<file path="config.mk">
export PLATFORM = sky130hd
export DESIGN_NAME = seg_xlate
export DESIGN_NICKNAME = d
export VERILOG_FILES = /design/src/rtl/seg_xlate_pkg.sv /design/src/rtl/seg_regfile.sv /design/src/rtl/seg_check.sv /design/src/rtl/seg_xlate.sv
export SDC_FILE = /design/constraint.sdc
export NUM_CORES = 1
export LEC_CHECK = 0
export BUFFER_PORTS_ARGS = -buffer_cell sky130_fd_sc_hd__buf_2
export CAP_MARGIN = 20
export CORE_ASPECT_RATIO = 1.25
export CORE_UTILIZATION = 55
export CTS_BUF_LIST = sky130_fd_sc_hd__clkbuf_8 sky130_fd_sc_hd__clkbuf_16
export CTS_CLUSTER_DIAMETER = 60
export DETAILED_ROUTE_END_ITERATION = 7
export GPL_ROUTABILITY_DRIVEN = 0
export HOLD_SLACK_MARGIN = 0.05
export PLACE_DENSITY = 0.87
export SETUP_SLACK_MARGIN = 0.4
export SYNTH_ARGS = -nofsm -noshare
export SYNTH_HDL_FRONTEND = slang
export SYNTH_SLANG_ARGS = --single-unit
</file>
<file path="constraint.sdc">
create_clock -name clk -period 4.1 [get_ports clk]
set_input_delay 0.205 -clock clk [delete_from_list [all_inputs] [get_ports clk]]
set_output_delay 0.205 -clock clk [all_outputs]
set_load 0.05 [all_outputs]
</file>
<file path="src/rtl/seg_xlate_pkg.sv">
`timescale 1ns/1ps
package seg_xlate_pkg;
    // Register-port field selector
    typedef enum logic {
        FLD_BASE = 1'b0,
        FLD_SIZE = 1'b1
    } seg_fld_e;

    // Segment selector encodings (selector 3 is unassigned)
    localparam logic [1:0] SEG_CODE  = 2'd0;
    localparam logic [1:0] SEG_HEAP  = 2'd1;
    localparam logic [1:0] SEG_STACK = 2'd2;
endpackage

</file>
<file path="src/rtl/seg_regfile.sv">
`timescale 1ns/1ps
module seg_regfile #(
    parameter int SEG_W   = 2,
    parameter int NUM_SEG = 3,
    parameter int DATA_W  = 16
) (
    input  logic              clk,
    input  logic              rst_n,
    input  logic              wr_en,
    input  logic [SEG_W-1:0]  wr_idx,
    input  logic              wr_sel,
    input  logic [DATA_W-1:0] wr_data,
    input  logic [SEG_W-1:0]  rd_idx,
    input  logic              rd_sel,
    output logic [DATA_W-1:0] rd_data,
    input  logic [SEG_W-1:0]  lk_idx,
    output logic              lk_hit,
    output logic [DATA_W-1:0] lk_base,
    output logic [DATA_W-1:0] lk_size
);
    import seg_xlate_pkg::*;

    logic [DATA_W-1:0] base_d [NUM_SEG];
    logic [DATA_W-1:0] base_q [NUM_SEG];
    logic [DATA_W-1:0] size_d [NUM_SEG];
    logic [DATA_W-1:0] size_q [NUM_SEG];

    // Next-state: only an addressed, existing entry changes
    always_comb begin
        for (int i = 0; i < NUM_SEG; i++) begin
            base_d[i] = base_q[i];
            size_d[i] = size_q[i];
            if (wr_en && (wr_idx == SEG_W'(i))) begin
                if (wr_sel == FLD_SIZE) size_d[i] = wr_data;
                else                    base_d[i] = wr_data;
            end
        end
    end

    generate
        for (genvar g = 0; g < NUM_SEG; g++) begin : g_entry
            always_ff @(posedge clk or negedge rst_n) begin
                if (!rst_n) begin
                    base_q[g] <= '0;
                    size_q[g] <= '0;
                end else begin
                    base_q[g] <= base_d[g];
                    size_q[g] <= size_d[g];
                end
            end
        end
    endgenerate

    // Software read port and translation lookup port
    always_comb begin
        rd_data = '0;
        lk_hit  = 1'b0;
        lk_base = '0;
        lk_size = '0;
        for (int i = 0; i < NUM_SEG; i++) begin
            if (rd_idx == SEG_W'(i))
                rd_data = (rd_sel == FLD_SIZE) ? size_q[i] : base_q[i];
            if (lk_idx == SEG_W'(i)) begin
                lk_hit  = 1'b1;
                lk_base = base_q[i];
                lk_size = size_q[i];
            end
        end
    end
endmodule

</file>
<file path="src/rtl/seg_check.sv">
`timescale 1ns/1ps
module seg_check #(
    parameter int OFF_W = 12,
    parameter int PA_W  = 16
) (
    input  logic             seg_hit,
    input  logic [PA_W-1:0]  base,
    input  logic [PA_W-1:0]  size,
    input  logic [OFF_W-1:0] offset,
    output logic             ok,
    output logic [PA_W-1:0]  paddr
);
    localparam int SUM_W = PA_W + 1;

    logic [SUM_W-1:0] sum;
    logic             in_range;

    always_comb begin
        sum      = {1'b0, base} + SUM_W'(offset);
        in_range = PA_W'(offset) < size;
        ok       = seg_hit && in_range && !sum[PA_W];
        paddr    = sum[PA_W-1:0];
    end
endmodule

</file>
<file path="src/rtl/seg_xlate.sv">
`timescale 1ns/1ps
module seg_xlate #(
    parameter int VA_W    = 14,
    parameter int SEG_W   = 2,
    parameter int PA_W    = 16,
    parameter int NUM_SEG = 3
) (
    input  logic             clk,
    input  logic             rst_n,
    input  logic             acc_valid,
    input  logic [VA_W-1:0]  acc_vaddr,
    input  logic             kmode,
    input  logic             cfg_we,
    input  logic [SEG_W-1:0] cfg_seg,
    input  logic             cfg_sel,
    input  logic [PA_W-1:0]  cfg_wdata,
    output logic [PA_W-1:0]  cfg_rdata,
    output logic             pa_valid,
    output logic             pa_fault,
    output logic [PA_W-1:0]  pa_addr,
    output logic             priv_err
);
    localparam int OFF_W = VA_W - SEG_W;

    typedef struct packed {
        logic            ok;
        logic            bad;
        logic [PA_W-1:0] addr;
        logic            perr;
    } resp_t;

    resp_t r_d, r_q;

    logic             lk_hit;
    logic [PA_W-1:0]  lk_base;
    logic [PA_W-1:0]  lk_size;
    logic             chk_ok;
    logic [PA_W-1:0]  chk_pa;
    logic             wr_allow;

    assign wr_allow = cfg_we && kmode;

    seg_regfile #(
        .SEG_W  (SEG_W),
        .NUM_SEG(NUM_SEG),
        .DATA_W (PA_W)
    ) u_regs (
        .clk    (clk),
        .rst_n  (rst_n),
        .wr_en  (wr_allow),
        .wr_idx (cfg_seg),
        .wr_sel (cfg_sel),
        .wr_data(cfg_wdata),
        .rd_idx (cfg_seg),
        .rd_sel (cfg_sel),
        .rd_data(cfg_rdata),
        .lk_idx (acc_vaddr[VA_W-1:OFF_W]),
        .lk_hit (lk_hit),
        .lk_base(lk_base),
        .lk_size(lk_size)
    );

    seg_check #(
        .OFF_W(OFF_W),
        .PA_W (PA_W)
    ) u_check (
        .seg_hit(lk_hit),
        .base   (lk_base),
        .size   (lk_size),
        .offset (acc_vaddr[OFF_W-1:0]),
        .ok     (chk_ok),
        .paddr  (chk_pa)
    );

    always_comb begin
        r_d      = '0;
        r_d.ok   = acc_valid && chk_ok;
        r_d.bad  = acc_valid && !chk_ok;
        r_d.addr = (acc_valid && chk_ok) ? chk_pa : '0;
        r_d.perr = cfg_we && !kmode;
    end

    always_ff @(posedge clk or negedge rst_n) begin
        if (!rst_n) r_q <= '0;
        else        r_q <= r_d;
    end

    assign pa_valid = r_q.ok;
    assign pa_fault = r_q.bad;
    assign pa_addr  = r_q.addr;
    assign priv_err = r_q.perr;
endmodule

</file>
==> metrics.yaml <==
logic_synthesis:
  syn_inst: 554
  synth.cell_area_sq_um: 6371
  synthFlopType: "dfrtp_1"
  yosys_warnings: 0
  synth-seq-cells: 115
  synth_compound_area_frac: 0.09878
  ys_seq_area_frac: 0.4517
  synth_enable_flop_cells: 0
  synthMuxAreaShare: 0.2816
  synthAdderAreaFrac: 0.04831
  synth-xor-area-share: 0.01650
  synth-simple-area-share: 0.07207
  syn-num-nets: 616
  yosysUniqueCellTypes: 51
  syn_area_per_cell_sq_um: 11.50
  synth_top_family_by_area: "multiplexers"
  ys_async_sr_fraction: 1.000
cts:
  clk_latency_ns: 0.41
  clockRootBuffer: "clkbuf_16"
  numCtsBuffers: 17
  clkSlewWorstSetupHoldPaths_ns: 0.05
  clockBufferDepth: 2
  cts_sinks: 115
  cts_resized: 0
  htree_levels: 4
  cts_tree: "built"
setup_path:
  timing.critical_path.from: "acc_vaddr[12]"
  r2r_slack_ns: 1.07
  r2r-start: "u_regs.base_q[16]"
  ff2ff_path_depth: 10
  crit_type: "in2reg"
  rr_endpoint: "pa_addr[13]"
  end_kind: "flip-flop"
  cp_max_fo: 17
  critical_path_arrival_ns: 3.48
  start_kind: "input port"
  worstPathRequired_ns: 4.42
route:
  drt_wl_total_mm: 16.22
  first_pass_iters: 7
  avgViaCountPerCell: 6.407
  route.detailed.drc: 6
  detail_route.wl_per_cell_um: 20.91
  drtIter0Drc: 440
  via_count: 4972
  drtAntennaViolNets: 0
final_layout:
  syn2layout_area_growth_pct: 17.16
  nets: 693
  layout_common_cells: "dfrtp_1 (115), mux2_2 (96), buf_2 (71), mux2i_1 (51), nor2_1 (46)"
  nFillCells: 768
  drive_gt1_frac: 0.3479
  layout_commonest_cell: "dfrtp_1"
  diodes: 0
  final_cells: 776
run_status:
  violations: "design-rule violations"
  status: "finished, violations left"
timing:
  timing.final.crit_share: 0.7706
  slew_headroom: 0.3292
  fin_setup_tns_ns: 0
  fmax_ghz: 0.3165
  setup_violations: 0
  fin_crit_ns: 3.160
  grt_setup_unrepaired: "no"
  whs_ns: 0.09964
  drv_slew: 0
  hold_violations: 0
  finClkSkew_ns: 0.006561
  worstMarginPinSlew_ns: 1.006
floorplanning:
  initial_core_util: 0.5693
  ios: 73
  fp-row-count: 43
  fp.dieH_um: 122.3
  dieWidth_um: 98.27
  core_area_sq_um: 11190
  die_area_sq_um: 12020
placed_design:
  place_inst: 741
  dpl.hpwl_mm: 10.84
  io_buffers: 72
power:
  total_power_w: 0.004126
  p_per_area_nw_per_um2: 552.7
  ir_drop_mv: 0.2417
  p_leak_nw: 3.556
global_route:
  grt_pass1_vias: 5050
  grt_max_degree: 85
  grt_pass1_wl_mm: 26.20
  grt_usage: 0.2886
  antenna_found_initial: 0
  grt-ovfl-total: 0
worst_hold_path:
  whs_path_depth: 2
  hold_path.class: "in2reg"
  hold_end: "u_regs.size_q[35]"
  min_from: "cfg_wdata[3]"
run:
  maxCapViolCount: 0
routing by layer:
| metal | global-route usage | wire (um) | vias to the layer above |
|---|---|---|---|
| met5 | 0 | 0 | - |
| met4 | 0.1632 | 739 | 0 |
| met3 | 0.07517 | 1291 | 80 |
| met2 | 0.4771 | 7864 | 299 |
| met1 | 0.3447 | 6328 | 2430 |
| li1 | - | - | 2163 |
cell families (layout without fill, tap and decap cells):
logic type | Yosys count | after routing
muxes | 156 | 156
and+or+nand+nor | 99 | 99
AOI/OAI and AO/OA | 101 | 101
DFF | 115 | 115
xor gates and xnor gates | 12 | 12
buffers and inverters | 47 | 134
adders and majority gates | 24 | 24
cell usage after synthesis, types with 2 or more instances:
| master | number | share of area |
|---|---|---|
| clkbuf_1 | 13 | 0.0077 |
| nand3_1 | 2 | 0.0016 |
| xor2_1 | 6 | 0.0082 |
| a211oi_1 | 8 | 0.0094 |
| nand2b_1 | 4 | 0.0039 |
| mux4_2 | 9 | 0.032 |
| or3_1 | 3 | 0.0029 |
| a21o_1 | 7 | 0.0082 |
| and2_1 | 2 | 0.0020 |
| inv_1 | 16 | 0.0094 |
| or4b_1 | 2 | 0.0031 |
| o21bai_1 | 2 | 0.0024 |
| nand2_1 | 23 | 0.014 |
| buf_1 | 7 | 0.0041 |
| o22ai_1 | 11 | 0.011 |
| o21a_1 | 2 | 0.0024 |
| o21ai_0 | 18 | 0.014 |
| buf_2 | 8 | 0.0063 |
| ha_1 | 23 | 0.045 |
| nor3_1 | 3 | 0.0024 |
| nor2_1 | 46 | 0.027 |
| mux2_2 | 96 | 0.17 |
| and3_1 | 2 | 0.0020 |
| nor2b_1 | 5 | 0.0049 |
| xnor2_1 | 6 | 0.0082 |
| dfrtp_1 | 115 | 0.45 |
| mux2i_1 | 51 | 0.080 |
| a21oi_1 | 41 | 0.032 |
report_power, final:
part           leakage [nW]  internal, W  switching [W]  total [W]
clock                 0.283     0.000873       0.000472    0.00134
sequential             1.43      0.00139       0.000197    0.00159
combinational          1.84     0.000501       0.000692    0.00119
total                  3.56      0.00277        0.00136    0.00413
through the flow:
stage	utilization	area, sq um	setup slack, ns
2_1_floorplan	-	6371	0.9728
3_3_place_gp	0.6118	6847	0.9334
3_5_place_dp	0.6118	6847	0.6996
4_1_cts	0.6639	7430	1.019
5_1_grt	0.6670	7465	0.7563
6_report	0.6670	7465	0.9404
sequential cells by signal, summed over array words and instances, names as in the netlist:
name and flops:
u_regs.base_q 48, u_regs.size_q 48, priv_err 1, pa_valid 1
pa_fault 1, pa_addr 16
cell type report:
class,count,area (sq um),area share
Clock buffer,21,480.5,0.06436
Sequential cell,115,2878,0.3855
Tap cell,135,168.9,0.02263
Inverter,17,63.81,0.008548
Multi-Input combinational cell,392,3298,0.4418
Clock inverter,8,62.56,0.008381
Timing Repair Buffer,88,513.0,0.06872
worst max path at each step:
stage,to,slack [ns]
floorplan,pa_addr[14],0.97
global placement,pa_addr[13],0.93
detailed placement,pa_addr[13],0.70
CTS,pa_addr[13],1.02
global route,pa_addr[13],0.76
finish,pa_addr[13],0.94
repair_timing:
item,4_1_cts,5_1_grt
endpoints found under the hold margin,85,0
buffers inserted,0,0
endpoints found under the setup margin,0,0
hold buffers,4,0
worst max-delay path, stage by stage:
cell      delay (ns)
buf_2           0.41
buf_4           0.40
mux2i_1         0.26
nor2_1          0.06
a21oi_1         0.13
ha_1            0.26
a21oi_1         0.15
o21ai_0         0.15
nor4b_1         0.45
a22oi_1         0.18
or2_1           0.28
o21bai_4        0.26
nor3_1          0.25
Note: power is estimated with default switching activity, not from simulation.
